==> src/rtl/irq_pkg.sv <==
package irq_pkg;
  localparam int IO_OPS = 6;
  // Field order follows instruction bits 11 down to 6.
  typedef struct packed {
    logic inp;
    logic out;
    logic ski;
    logic sko;
    logic ion;
    logic iof;
  } io_cmd_t;
endpackage

==> src/rtl/irq_iodec.sv <==
module irq_iodec
  import irq_pkg::*;
(
  input  logic              io_exec,
  input  logic [IO_OPS-1:0] io_op,
  output io_cmd_t           cmd
);
  logic [IO_OPS-1:0] gated;

  for (genvar i = 0; i < IO_OPS; i++) begin : g_gate
    assign gated[i] = io_exec & io_op[i];
  end

  assign cmd = io_cmd_t'(gated);
endmodule

==> src/rtl/irq_flags.sv <==
module irq_flags
  import irq_pkg::*;
(
  input  logic    clk,
  input  logic    rst_n,
  input  logic    dev_in_ready,
  input  logic    dev_out_done,
  input  io_cmd_t cmd,
  input  logic    cyc_end,
  output logic    ien,
  output logic    fgi,
  output logic    fgo
);
  localparam int NFLAG = 2;

  logic [NFLAG-1:0] set_v, clr_v, flag_q, flag_d;
  logic             ien_q, ien_d;

  assign set_v = {dev_out_done, dev_in_ready};
  assign clr_v = {cmd.out, cmd.inp};

  // Device event has priority over the clearing instruction.
  for (genvar k = 0; k < NFLAG; k++) begin : g_flag
    always_comb begin
      flag_d[k] = flag_q[k];
      if (set_v[k])      flag_d[k] = 1'b1;
      else if (clr_v[k]) flag_d[k] = 1'b0;
    end
  end

  always_comb begin
    ien_d = ien_q;
    if (cyc_end)       ien_d = 1'b0;
    else if (cmd.ion)  ien_d = 1'b1;
    else if (cmd.iof)  ien_d = 1'b0;
  end

  always_ff @(posedge clk or negedge rst_n) begin
    if (!rst_n) begin
      flag_q <= '0;
      ien_q  <= 1'b0;
    end else begin
      flag_q <= flag_d;
      ien_q  <= ien_d;
    end
  end

  assign ien = ien_q;
  assign fgi = flag_q[0];
  assign fgo = flag_q[1];
endmodule

==> src/rtl/irq_seq.sv <==
module irq_seq #(
  parameter int AW          = 12,
  parameter int SW          = 4,
  parameter int FETCH_STEPS = 3,
  parameter int SAVE_ADDR   = 0,
  parameter int ENTRY_ADDR  = 1
) (
  input  logic          clk,
  input  logic          rst_n,
  input  logic [SW-1:0] t_step,
  input  logic          ien,
  input  logic          fgi,
  input  logic          fgo,
  input  logic [AW-1:0] pc_in,
  output logic          icyc,
  output logic          save_wr,
  output logic [AW-1:0] save_addr,
  output logic [AW-1:0] save_data,
  output logic          pc_load,
  output logic [AW-1:0] pc_value,
  output logic          sc_clr,
  output logic          cyc_end
);
  localparam logic [SW-1:0] EXEC_MIN = SW'(FETCH_STEPS);
  localparam logic [SW-1:0] ST_SAVE  = SW'(0);
  localparam logic [SW-1:0] ST_WRITE = SW'(1);
  localparam logic [SW-1:0] ST_ENTER = SW'(2);

  logic          r_q, r_d;
  logic [AW-1:0] ret_q;
  logic          arm, st_save, st_write, st_enter, ret_en;

  assign arm      = !r_q && ien && (fgi || fgo) && (t_step >= EXEC_MIN);
  assign st_save  = r_q && (t_step == ST_SAVE);
  assign st_write = r_q && (t_step == ST_WRITE);
  assign st_enter = r_q && (t_step == ST_ENTER);
  assign ret_en   = st_save;

  always_comb begin
    r_d = r_q;
    if (arm)           r_d = 1'b1;
    else if (st_enter) r_d = 1'b0;
  end

  always_ff @(posedge clk or negedge rst_n) begin
    if (!rst_n) r_q <= 1'b0;
    else        r_q <= r_d;
  end

  always_ff @(posedge clk or negedge rst_n) begin
    if (!rst_n)      ret_q <= '0;
    else if (ret_en) ret_q <= pc_in;
  end

  assign icyc      = r_q;
  assign save_wr   = st_write;
  assign save_addr = AW'(SAVE_ADDR);
  assign save_data = ret_q;
  assign pc_load   = st_enter;
  assign pc_value  = AW'(ENTRY_ADDR);
  assign sc_clr    = st_enter;
  assign cyc_end   = st_enter;
endmodule

==> src/rtl/irq_cycle_ctrl.sv <==
module irq_cycle_ctrl
  import irq_pkg::*;
#(
  parameter int AW = 12,
  parameter int SW = 4
) (
  input  logic              clk,
  input  logic              rst_n,
  input  logic [SW-1:0]     t_step,
  input  logic              io_exec,
  input  logic [IO_OPS-1:0] io_op,
  input  logic [AW-1:0]     pc_in,
  input  logic              dev_in_ready,
  input  logic              dev_out_done,
  output logic              ien,
  output logic              fgi,
  output logic              fgo,
  output logic              icyc,
  output logic              save_wr,
  output logic [AW-1:0]     save_addr,
  output logic [AW-1:0]     save_data,
  output logic              pc_load,
  output logic [AW-1:0]     pc_value,
  output logic              pc_inc,
  output logic              sc_clr,
  output logic              in_ack,
  output logic              out_go
);
  logic [1:0] rst_sync_q;
  logic       rst_sync_n;
  io_cmd_t    cmd;
  logic       cyc_end;

  // Asserted asynchronously, released on the clock.
  always_ff @(posedge clk or negedge rst_n) begin
    if (!rst_n) rst_sync_q <= 2'b00;
    else        rst_sync_q <= {rst_sync_q[0], 1'b1};
  end
  assign rst_sync_n = rst_sync_q[1];

  irq_iodec u_dec (
    .io_exec (io_exec),
    .io_op   (io_op),
    .cmd     (cmd)
  );

  irq_flags u_flags (
    .clk          (clk),
    .rst_n        (rst_sync_n),
    .dev_in_ready (dev_in_ready),
    .dev_out_done (dev_out_done),
    .cmd          (cmd),
    .cyc_end      (cyc_end),
    .ien          (ien),
    .fgi          (fgi),
    .fgo          (fgo)
  );

  irq_seq #(.AW(AW), .SW(SW)) u_seq (
    .clk       (clk),
    .rst_n     (rst_sync_n),
    .t_step    (t_step),
    .ien       (ien),
    .fgi       (fgi),
    .fgo       (fgo),
    .pc_in     (pc_in),
    .icyc      (icyc),
    .save_wr   (save_wr),
    .save_addr (save_addr),
    .save_data (save_data),
    .pc_load   (pc_load),
    .pc_value  (pc_value),
    .sc_clr    (sc_clr),
    .cyc_end   (cyc_end)
  );

  assign pc_inc = (cmd.ski & fgi) | (cmd.sko & fgo);
  assign in_ack = cmd.inp;
  assign out_go = cmd.out;
endmodule

==> config.mk <==
export PLATFORM = sky130hd
export DESIGN_NAME = irq_cycle_ctrl
export DESIGN_NICKNAME = d
export VERILOG_FILES = /design/src/rtl/irq_pkg.sv /design/src/rtl/irq_iodec.sv /design/src/rtl/irq_flags.sv /design/src/rtl/irq_seq.sv /design/src/rtl/irq_cycle_ctrl.sv
export SDC_FILE = /design/constraint.sdc
export NUM_CORES = 1
export LEC_CHECK = 0
export BUFFER_PORTS_ARGS = -buffer_cell sky130_fd_sc_hd__buf_2
export CORE_AREA = 5 5 55 57
export CTS_BUF_LIST = sky130_fd_sc_hd__clkbuf_2
export CTS_CLUSTER_SIZE = 24
export DETAILED_ROUTE_END_ITERATION = 8
export DIE_AREA = 0 0 60 62
export PLACE_DENSITY = 0.76
export SETUP_SLACK_MARGIN = 0.15
export SLEW_MARGIN = 30
export SYNTH_ARGS = -nofsm -noshare
export SYNTH_HDL_FRONTEND = slang
export SYNTH_SLANG_ARGS = --single-unit
==> constraint.sdc <==
create_clock -name clk -period 0.95 [get_ports clk]
set_clock_uncertainty 0.05 [all_clocks]
set_input_delay 0.095 -clock clk [delete_from_list [all_inputs] [get_ports clk]]
set_output_delay 0.095 -clock clk [all_outputs]
set_load 0.01 [all_outputs]
# ---- Word level (Yosys, flattened, before mapping)
# Index checks and enable logic that the tools add are counted.
dict set report classes {
  muxes 9
  n_bitwise 9
  reduce_logical 13
  n_eq_ne 2
  magnitude_cmp 1
}
# operator count
set ops {}
lappend ops {{2-to-1 mux 1 bit} 9}
lappend ops {{AND 1 bit} 8}
lappend ops {{logical AND 1 bit} 6}
lappend ops {{nonzero test 2 bit} 3}
lappend ops {{== test 4 x 1 -> 1 bit, second input constant} 1}
lappend ops {{== test 4 x 2 -> 1 bit, second input constant} 1}
lappend ops {{greater-or-equal comparator 4 x 2 -> 1 bit, second input constant} 1}
lappend ops {{zero test 4 bit} 1}
lappend ops {{nonzero test 3 bit} 1}
lappend ops {{zero test 1 bit} 1}
lappend ops {{logical OR 1 bit} 1}
lappend ops {{OR 1 bit} 1}
dict set report totals {
  wordCells 40
  regBits 18
  input_bits 27
  out_inout_bits 46
}

# ---- Longest topological paths before layout
# Gate-level depths: netlist of the first run.
dict set report depth {
  word_depth 5
  mapped_depth 4
  depth_no_buf 3
}

# ---- By module
# Synthesis of the first run repeated with hierarchy kept, for this count alone.
dict set report unflattened {
  hier_cells 83
  area_unflattened_um2 1006.0
}
# mod cells_per_inst seq_area_each_um2 area_per_inst_um2 n_inst
set modules_own_cells {}
lappend modules_own_cells {irq_seq 63 325.3 789.5 1}
lappend modules_own_cells {irq_flags 10 75.1 116.4 1}
lappend modules_own_cells {irq_cycle_ctrl 4 50.0 62.6 1}
lappend modules_own_cells {irq_iodec 6 0.0 37.5 1}

# ---- Worst setup path after synthesis of the first run
# OpenSTA, ideal clock, no wires.
dict set report synth_path {
  kind {register -> register}
  from {register u_seq.r_q (netlist: u_seq.icyc)}
  to {register u_seq.ret_q[0] (netlist: u_seq.save_data[0])}
  setup_ns 0.125
  t_required_ns 0.775
  path_buffers 1
  path_stages_with_launch 5
  arrival_ns 1.126
  path_slack_ns -0.351
  synth_period_minus_slack_ns 1.301
  path_cell_list {dfrtp_1 -> nor2b_1 -> nand2_2 -> buf_6 -> mux2_4}
}
dict set report synth_between {
  elab_chain_len 1
}
# element line_no
set synth_lines {}
lappend synth_lines {{start, declared} irq_seq.sv:29} ;# logic r_q, r_d;
lappend synth_lines {{start signal, assigned} irq_seq.sv:47} ;# else r_q <= r_d;
lappend synth_lines {{logical AND 1 bit} irq_seq.sv:34} ;# assign st_save = r_q && (t_step == ST_SAVE);
lappend synth_lines {{end signal, assigned} irq_seq.sv:52} ;# else if (ret_en) ret_q <= pc_in;
lappend synth_lines {{end, declared} irq_seq.sv:30} ;# logic [AW-1:0] ret_q;
# Every way passes these cells.
# A chain may end at the register's enable or synchronous reset.

# ---- Worst setup path in the final report of the first run
dict set report layout_path {
  from {register u_seq.r_q (netlist: u_seq.icyc)}
  to {output save_wr}
}
dict set report layout_between {
  elab_chain_len 1
}
# element line_no
set layout_lines {}
lappend layout_lines {{logical AND 1 bit} irq_seq.sv:35} ;# assign st_write = r_q && (t_step == ST_WRITE);
lappend layout_lines {{end, declared} irq_cycle_ctrl.sv:19} ;# output logic save_wr,
# Every way passes these cells.

==> results of run 1 <==
sequential cells by signal, summed over array words and instances (netlist names):
name	cells
rst_sync_q	2
u_flags.ien	1
u_seq.icyc	1
u_seq.save_data	12
u_flags.flag_q	2
cell type report:
cell class                      instances  area, µm²  area share (%)
Timing Repair Buffer                   69        469            33.4
Sequential cell                        18        450            32.1
Multi-Input combinational cell         56        420            29.9
Tap cell                               30       37.5            2.67
Clock buffer                            3       15.0            1.07
Inverter                                2       7.51           0.535
Clock inverter                          1       3.75           0.267
worst max-delay path, cell delays in order (launching register included):
cell     delay [ps]
dfrtp_1         380
nor2b_4         160
nand2_2          60
nor3_2          100
buf_2           150
logic make-up after synthesis:
group / Yosys count / synth area share (%)
compound gates: 6 / 4.58
flops: 18 / 47.1
buf+inv: 28 / 21.6
mux: 12 / 18.1
other cells: 2 / 0.786
simple gates: 13 / 7.85
worst paths after layout:
path | startpoint | endpoint | slack [ps] | depth (start not counted)
max | u_seq.icyc | save_wr | -320 | 4
min | pc_in[2] | u_seq.save_data[2] | -20 | 2
max reg2reg | u_seq.icyc | u_seq.save_data[8] | -310 | 4
min reg2reg | rst_sync_q[1] | u_seq.save_data[4] | 130 | 1
max in group asynchronous | rst_sync_q[1] | u_seq.save_data[6] | 570 | 1
min in group asynchronous | rst_n | rst_sync_q[1] | 40 | 2
repair_timing:
action,in CTS,in global routing
pin swaps,5,5
endpoints found under the hold margin,16,12
cloned,0,0
buffers inserted,6,4
resized for setup,11,4
endpoints found under the setup margin,34,36
cells in the final DEF (no fill, tap or decap), drive strengths merged:
| cell | synthesis | final |
|---|---|---|
| nor3 | 3 | 3 |
| dlygate4sd3 | 0 | 3 |
| dfrtp | 18 | 18 |
| nor2 | 2 | 2 |
| mux2 | 12 | 12 |
| nand2 | 5 | 5 |
| a2bb2oi | 1 | 1 |
| o21ai | 1 | 1 |
| a21o | 2 | 2 |
| conb | 2 | 25 |
| nor2b | 2 | 2 |
| inv | 2 | 2 |
| and3 | 1 | 1 |
| clkbuf | 0 | 3 |
| buf | 26 | 66 |
| a22oi | 2 | 2 |
| clkinv | 0 | 1 |
power breakdown:
group | internal [mW] | total, mW | switching, mW
Combinational | 0.519 | 0.856 | 0.337
Clock | 0.0916 | 0.305 | 0.213
Sequential | 0.920 | 1.01 | 0.0913
layer usage:
| layer | routed length (µm) | track usage, % | vias up |
|---|---|---|---|
| met5 | 0 | 0 | - |
| met1 | 684 | 12.5 | 345 |
| li1 | - | - | 348 |
| met2 | 1010 | 21.0 | 58 |
| met4 | 0 | 2.85 | 0 |
| met3 | 384 | 4.13 | 0 |
==> run_results.csv, run 1 <==
group,metric,value,unit
run_status,status,"complete, but fails checks",
floorplanning,die_y,62,µm
clocking,clkLatencyLatePin,280,ps
critical_path,crit_path_start_kind,"register",
sta,hold_ws,-21.1,ps
synthesis,yosys.area.top_type,"dfrtp_1",
synthesis,synth_area,956,µm²
grt,grt_pass1_vias,762,
final_layout,layout.cells.non_filler,179,
final_layout,fillerInstances,222,
synthesis,synth-seq-cells,18,
place,place.gp.congestion,0.725,
clocking,root_buffer,"clkbuf_2",
critical_path,required,810,ps
clocking,ctsHoldBuffers,3,
sta,finalWorstSetupSlack,-317,ps
drt,final_antenna_net_count,0,
final_layout,area_delta_synth_final,46.9,%
sta,layout_worst_path_cycle_share,133,%
synthesis,async_reset_ff_share,100,%
floorplanning,fp.dieArea,3720,µm²
final_layout,antennaDiodeCount,0,
place,io_buffers,48,
sta,setup_viol,33,
power_and_ir_drop,total_power,2.17,mW
grt,overflow,0,
synthesis,synth-edff-count,0,
synthesis,synth_common_cells,"25 x buf_4, 18 x dfrtp_1, 10 x mux2_4, 4 x nand2_1",
floorplanning,core,2430,µm²
synthesis,synth_top_area_share,47.1,%
drt,drc_errors,0,
sta,grt_setup_unrepaired,"true",
sta,final_max_slew_viol_count,0,
synthesis,synthTopCellsByArea,"dfrtp_1 47%, buf_4 20%, mux2_4 16%",
power_and_ir_drop,p_leak,0.800,nW
place,post-place-ws,-286,ps
place,place_inst,162,
floorplanning,placementRows,18,
run,drv_cap,0,
synthesis,yosysUniqueCellTypes,18,
clocking,cts_tree,"done",
drt,viasPerCell,4.20,
clocking,path_clk_slew,160,ps
drt,drt_iter0_markers,20,
drt,wl_per_cell,11.6,µm
place,dpl_cell_area,1210,µm²
critical_path,cp_max_fo,2,
floorplanning,die_w,60,µm
drt,wl,2080,µm
synthesis,ys_warn_count,0,
power_and_ir_drop,ir_drop,0.000951,V
synthesis,syn_avg_cell_area,12.1,µm²
sta,fmax,789,MHz
sta,final.min_clock_period,1270,ps
critical_path,crit_type,"reg -> out",
final_layout,layout-drive-gt1-share,61.1,%
critical_path,worstPathArrival,1120,ps
grt,grt_pass1_wl,3220,µm
clocking,cts.htree.levels,1,
synthesis,ys_seq_area_share,47.1,%
clocking,cts_buffer_depth,2,
drt,vias,751,
synthesis,synth_most_common_cell,"buf_4",
final_layout,final_area,1400,µm²
final_layout,nets,177,
critical_path,critPathCaptureType,"output pin",
clocking,cts_buffers,3,
sta,fin_setup_tns,-5360,ps
hold_path,min_path_type,"in -> reg",
clocking,cts_sinks,18,
run_status,violations,"hold timing, setup timing",
place,dpl.hpwl,1680,µm
final_layout,fin_util,57.7,%
drt,drtPass1Iterations,2,
sta,hold_viol_final,12,
floorplanning,pin_count,73,
grt,track_usage,11.4,%
synthesis,synthFlopType,"dfrtp_1",
grt,antenna_found_initial,0,
floorplanning,initial_utilization,39.3,%
power_and_ir_drop,power_density,1550,nW/µm²
synthesis,syn-instance-count,79,
grt,grt_start_max_net_pins,11,
No activity file was read; power rests on OpenSTA's default activity.
==> run 2: changes to the inputs <==
Settings changed: GPL_ROUTABILITY_DRIVEN from default to 0, RECOVER_POWER from default to 50.
==> run 2 against run 1 <==
The run still ends with hold timing, setup timing left; cell count unchanged; clock-buffer cell count did not move; non-clock buffer count unchanged; sequential power about the same; critical endpoint unchanged; largest cell class unchanged; highest routed layer unchanged.
==> run_results.csv, run 2 (synthesis results as in run 1) <==
group,metric,value,unit
clocking,cts_sinks,18,
drt,drtPass1Iterations,2,
clocking,cts_tree,"done",
grt,grt_pass1_wl,3220,µm
hold_path,min_path_type,"in -> reg",
critical_path,r2r-start,"u_seq.icyc",
run_status,violations,"hold timing, setup timing",
place,io_buffers,48,
final_layout,fin_util,57.4,%
power_and_ir_drop,total_power,2.17,mW
grt,track_usage,11.4,%
critical_path,crit_path_start_kind,"register",
sta,final_max_slew_viol_count,0,
place,post-place-ws,-286,ps
sta,maxSlewHeadroom,66.2,%
floorplanning,die_y,62,µm
power_and_ir_drop,ir_drop,0.000951,V
sta,hold_viol_final,12,
floorplanning,pin_count,73,
drt,vias,751,
grt,grt_pass1_vias,762,
drt,wl,2080,µm
clocking,ctsHoldBuffers,3,
clocking,cts_buffers,3,
sta,setup_viol,33,
drt,viasPerCell,4.20,
critical_path,worstPathArrival,1120,ps
power_and_ir_drop,p_leak,0.790,nW
critical_path,crit_type,"reg -> out",
clocking,cts_buffer_depth,2,
sta,tightest_slew,507,ps
drt,drt_iter0_markers,20,
grt,antenna_found_initial,0,
clocking,clkLatencyLatePin,280,ps
floorplanning,core,2430,µm²
place,dpl_cell_area,1210,µm²
floorplanning,initial_utilization,39.3,%
final_layout,nets,177,
run,drv_cap,0,
critical_path,critPathCaptureType,"output pin",
hold_path,holdPathStages,2,
final_layout,antennaDiodeCount,0,
clocking,path_clk_slew,160,ps
clocking,cts.htree.levels,1,
power_and_ir_drop,swShare,29.6,%
floorplanning,fp.dieArea,3720,µm²
power_and_ir_drop,p_clk_share,14.1,%
sta,hold_ws,-21.1,ps
floorplanning,placementRows,18,
drt,wl_per_cell,11.6,µm
final_layout,layout-drive-gt1-share,59.1,%
grt,grt_start_max_net_pins,11,
final_layout,area_delta_synth_final,45.9,%
hold_path,min_to,"u_seq.save_data[2]",
critical_path,timing.rr.end,"u_seq.save_data[8]",
place,dpl.hpwl,1680,µm
critical_path,cp_max_fo,2,
sta,layout_worst_path_cycle_share,133,%
critical_path,required,810,ps
sta,grt_setup_unrepaired,"true",
power_and_ir_drop,pwr-share-seq,46.6,%
final_layout,mostFrequentLayoutCell,"buf_2",
power_and_ir_drop,power_density,1550,nW/µm²
power_and_ir_drop,p_int,1.53,mW
critical_path,rrSetupSlack,-310,ps
clocking,root_buffer,"clkbuf_2",
critical_path,worst-r2r-cell-count,4,
hold_path,worstHoldStart,"pc_in[2]",
grt,overflow,0,
drt,final_antenna_net_count,0,
final_layout,final_area,1400,µm²
floorplanning,die_w,60,µm
drt,drc_errors,0,
final_layout,mostFrequentLayoutCells,"40 x buf_2, 25 x conb_1, 18 x dfrtp_1",
sta,finalWorstSetupSlack,-317,ps
power_and_ir_drop,power_frac_comb,39.3,%
sta,final.min_clock_period,1270,ps
run_status,status,"complete, but fails checks",
final_layout,largest_register_ffs,12,
power_and_ir_drop,p_switching,0.642,mW
sta,fmax,789,MHz
-- run 2: cell count changes in the layout (fill, tap and decap cells not counted) --
cell / before / now
buf_4: 15 / 13
clkbuf_1: 0 / 3
buf_2: 41 / 40
-- run 2: cell type report --
type / count / area (µm²)
Clock buffer: 3 / 15.0
Clock inverter: 1 / 3.75
Fill cell: 222 / 1040
Inverter: 2 / 7.51
Multi-Input combinational cell: 56 / 420
Sequential cell: 18 / 450
Tap cell: 30 / 37.5
Timing Repair Buffer: 69 / 460
-- run 2: critical path, stage by stage (launching register included) --
cell and delay (ps):
dfrtp_1 380, nor2b_4 160, nand2_2 60, nor3_2 100, buf_2 150
-- run 2: power by group through the flow --
stage          Sequential (mW)  Combinational, mW  Clock (mW)
2_1_floorplan             1.10              0.363           0
3_3_place_gp              1.02              0.654           0
3_5_place_dp              1.02              0.669           0
4_1_cts                   1.01              0.772       0.322
5_1_grt                   1.03              0.918       0.358
6_report                  1.01              0.852       0.305
-- run 2: timing repair --
item                                    4_1_cts  5_1_grt
pin swaps                                     5        5
endpoints found under the setup margin       34       36
buffers inserted                              6        4
resized for setup                            11        4
hold endpoints to repair                     16       12
-- run 2: worst max path at each step --
stage                     startpoint             endpoint  slack, ps  cells past startpoint
after floorplan           u_seq.icyc   u_seq.save_data[0]       -310                      4
after global placement    u_seq.icyc  u_seq.save_data[10]       -260                      4
after detailed placement  u_seq.icyc   u_seq.save_data[0]       -290                      4
after CTS                 u_seq.icyc              save_wr       -350                      4
after global routing      u_seq.icyc              save_wr       -410                      4
final                     u_seq.icyc              save_wr       -320                      4
-- run 2: per-stage QoR --
stage	hold slack, ps	setup TNS [ps]	std cells
after floorplan	-251	-3560	102
after global placement	-168	-3050	162
after detailed placement	-165	-3360	162
after CTS	-39.7	-5950	175
after global routing	-63.5	-7320	179
final	-21.1	-5360	179
-- run 2: routing by layer --
layer  routed length (µm)  vias up  global-route usage (%)
met5                    0        -                       0
met4                    0        0                    2.85
met3                  384        0                    4.13
met2                 1010       58                    21.0
met1                  687      345                    12.5
li1                     -      348                       -
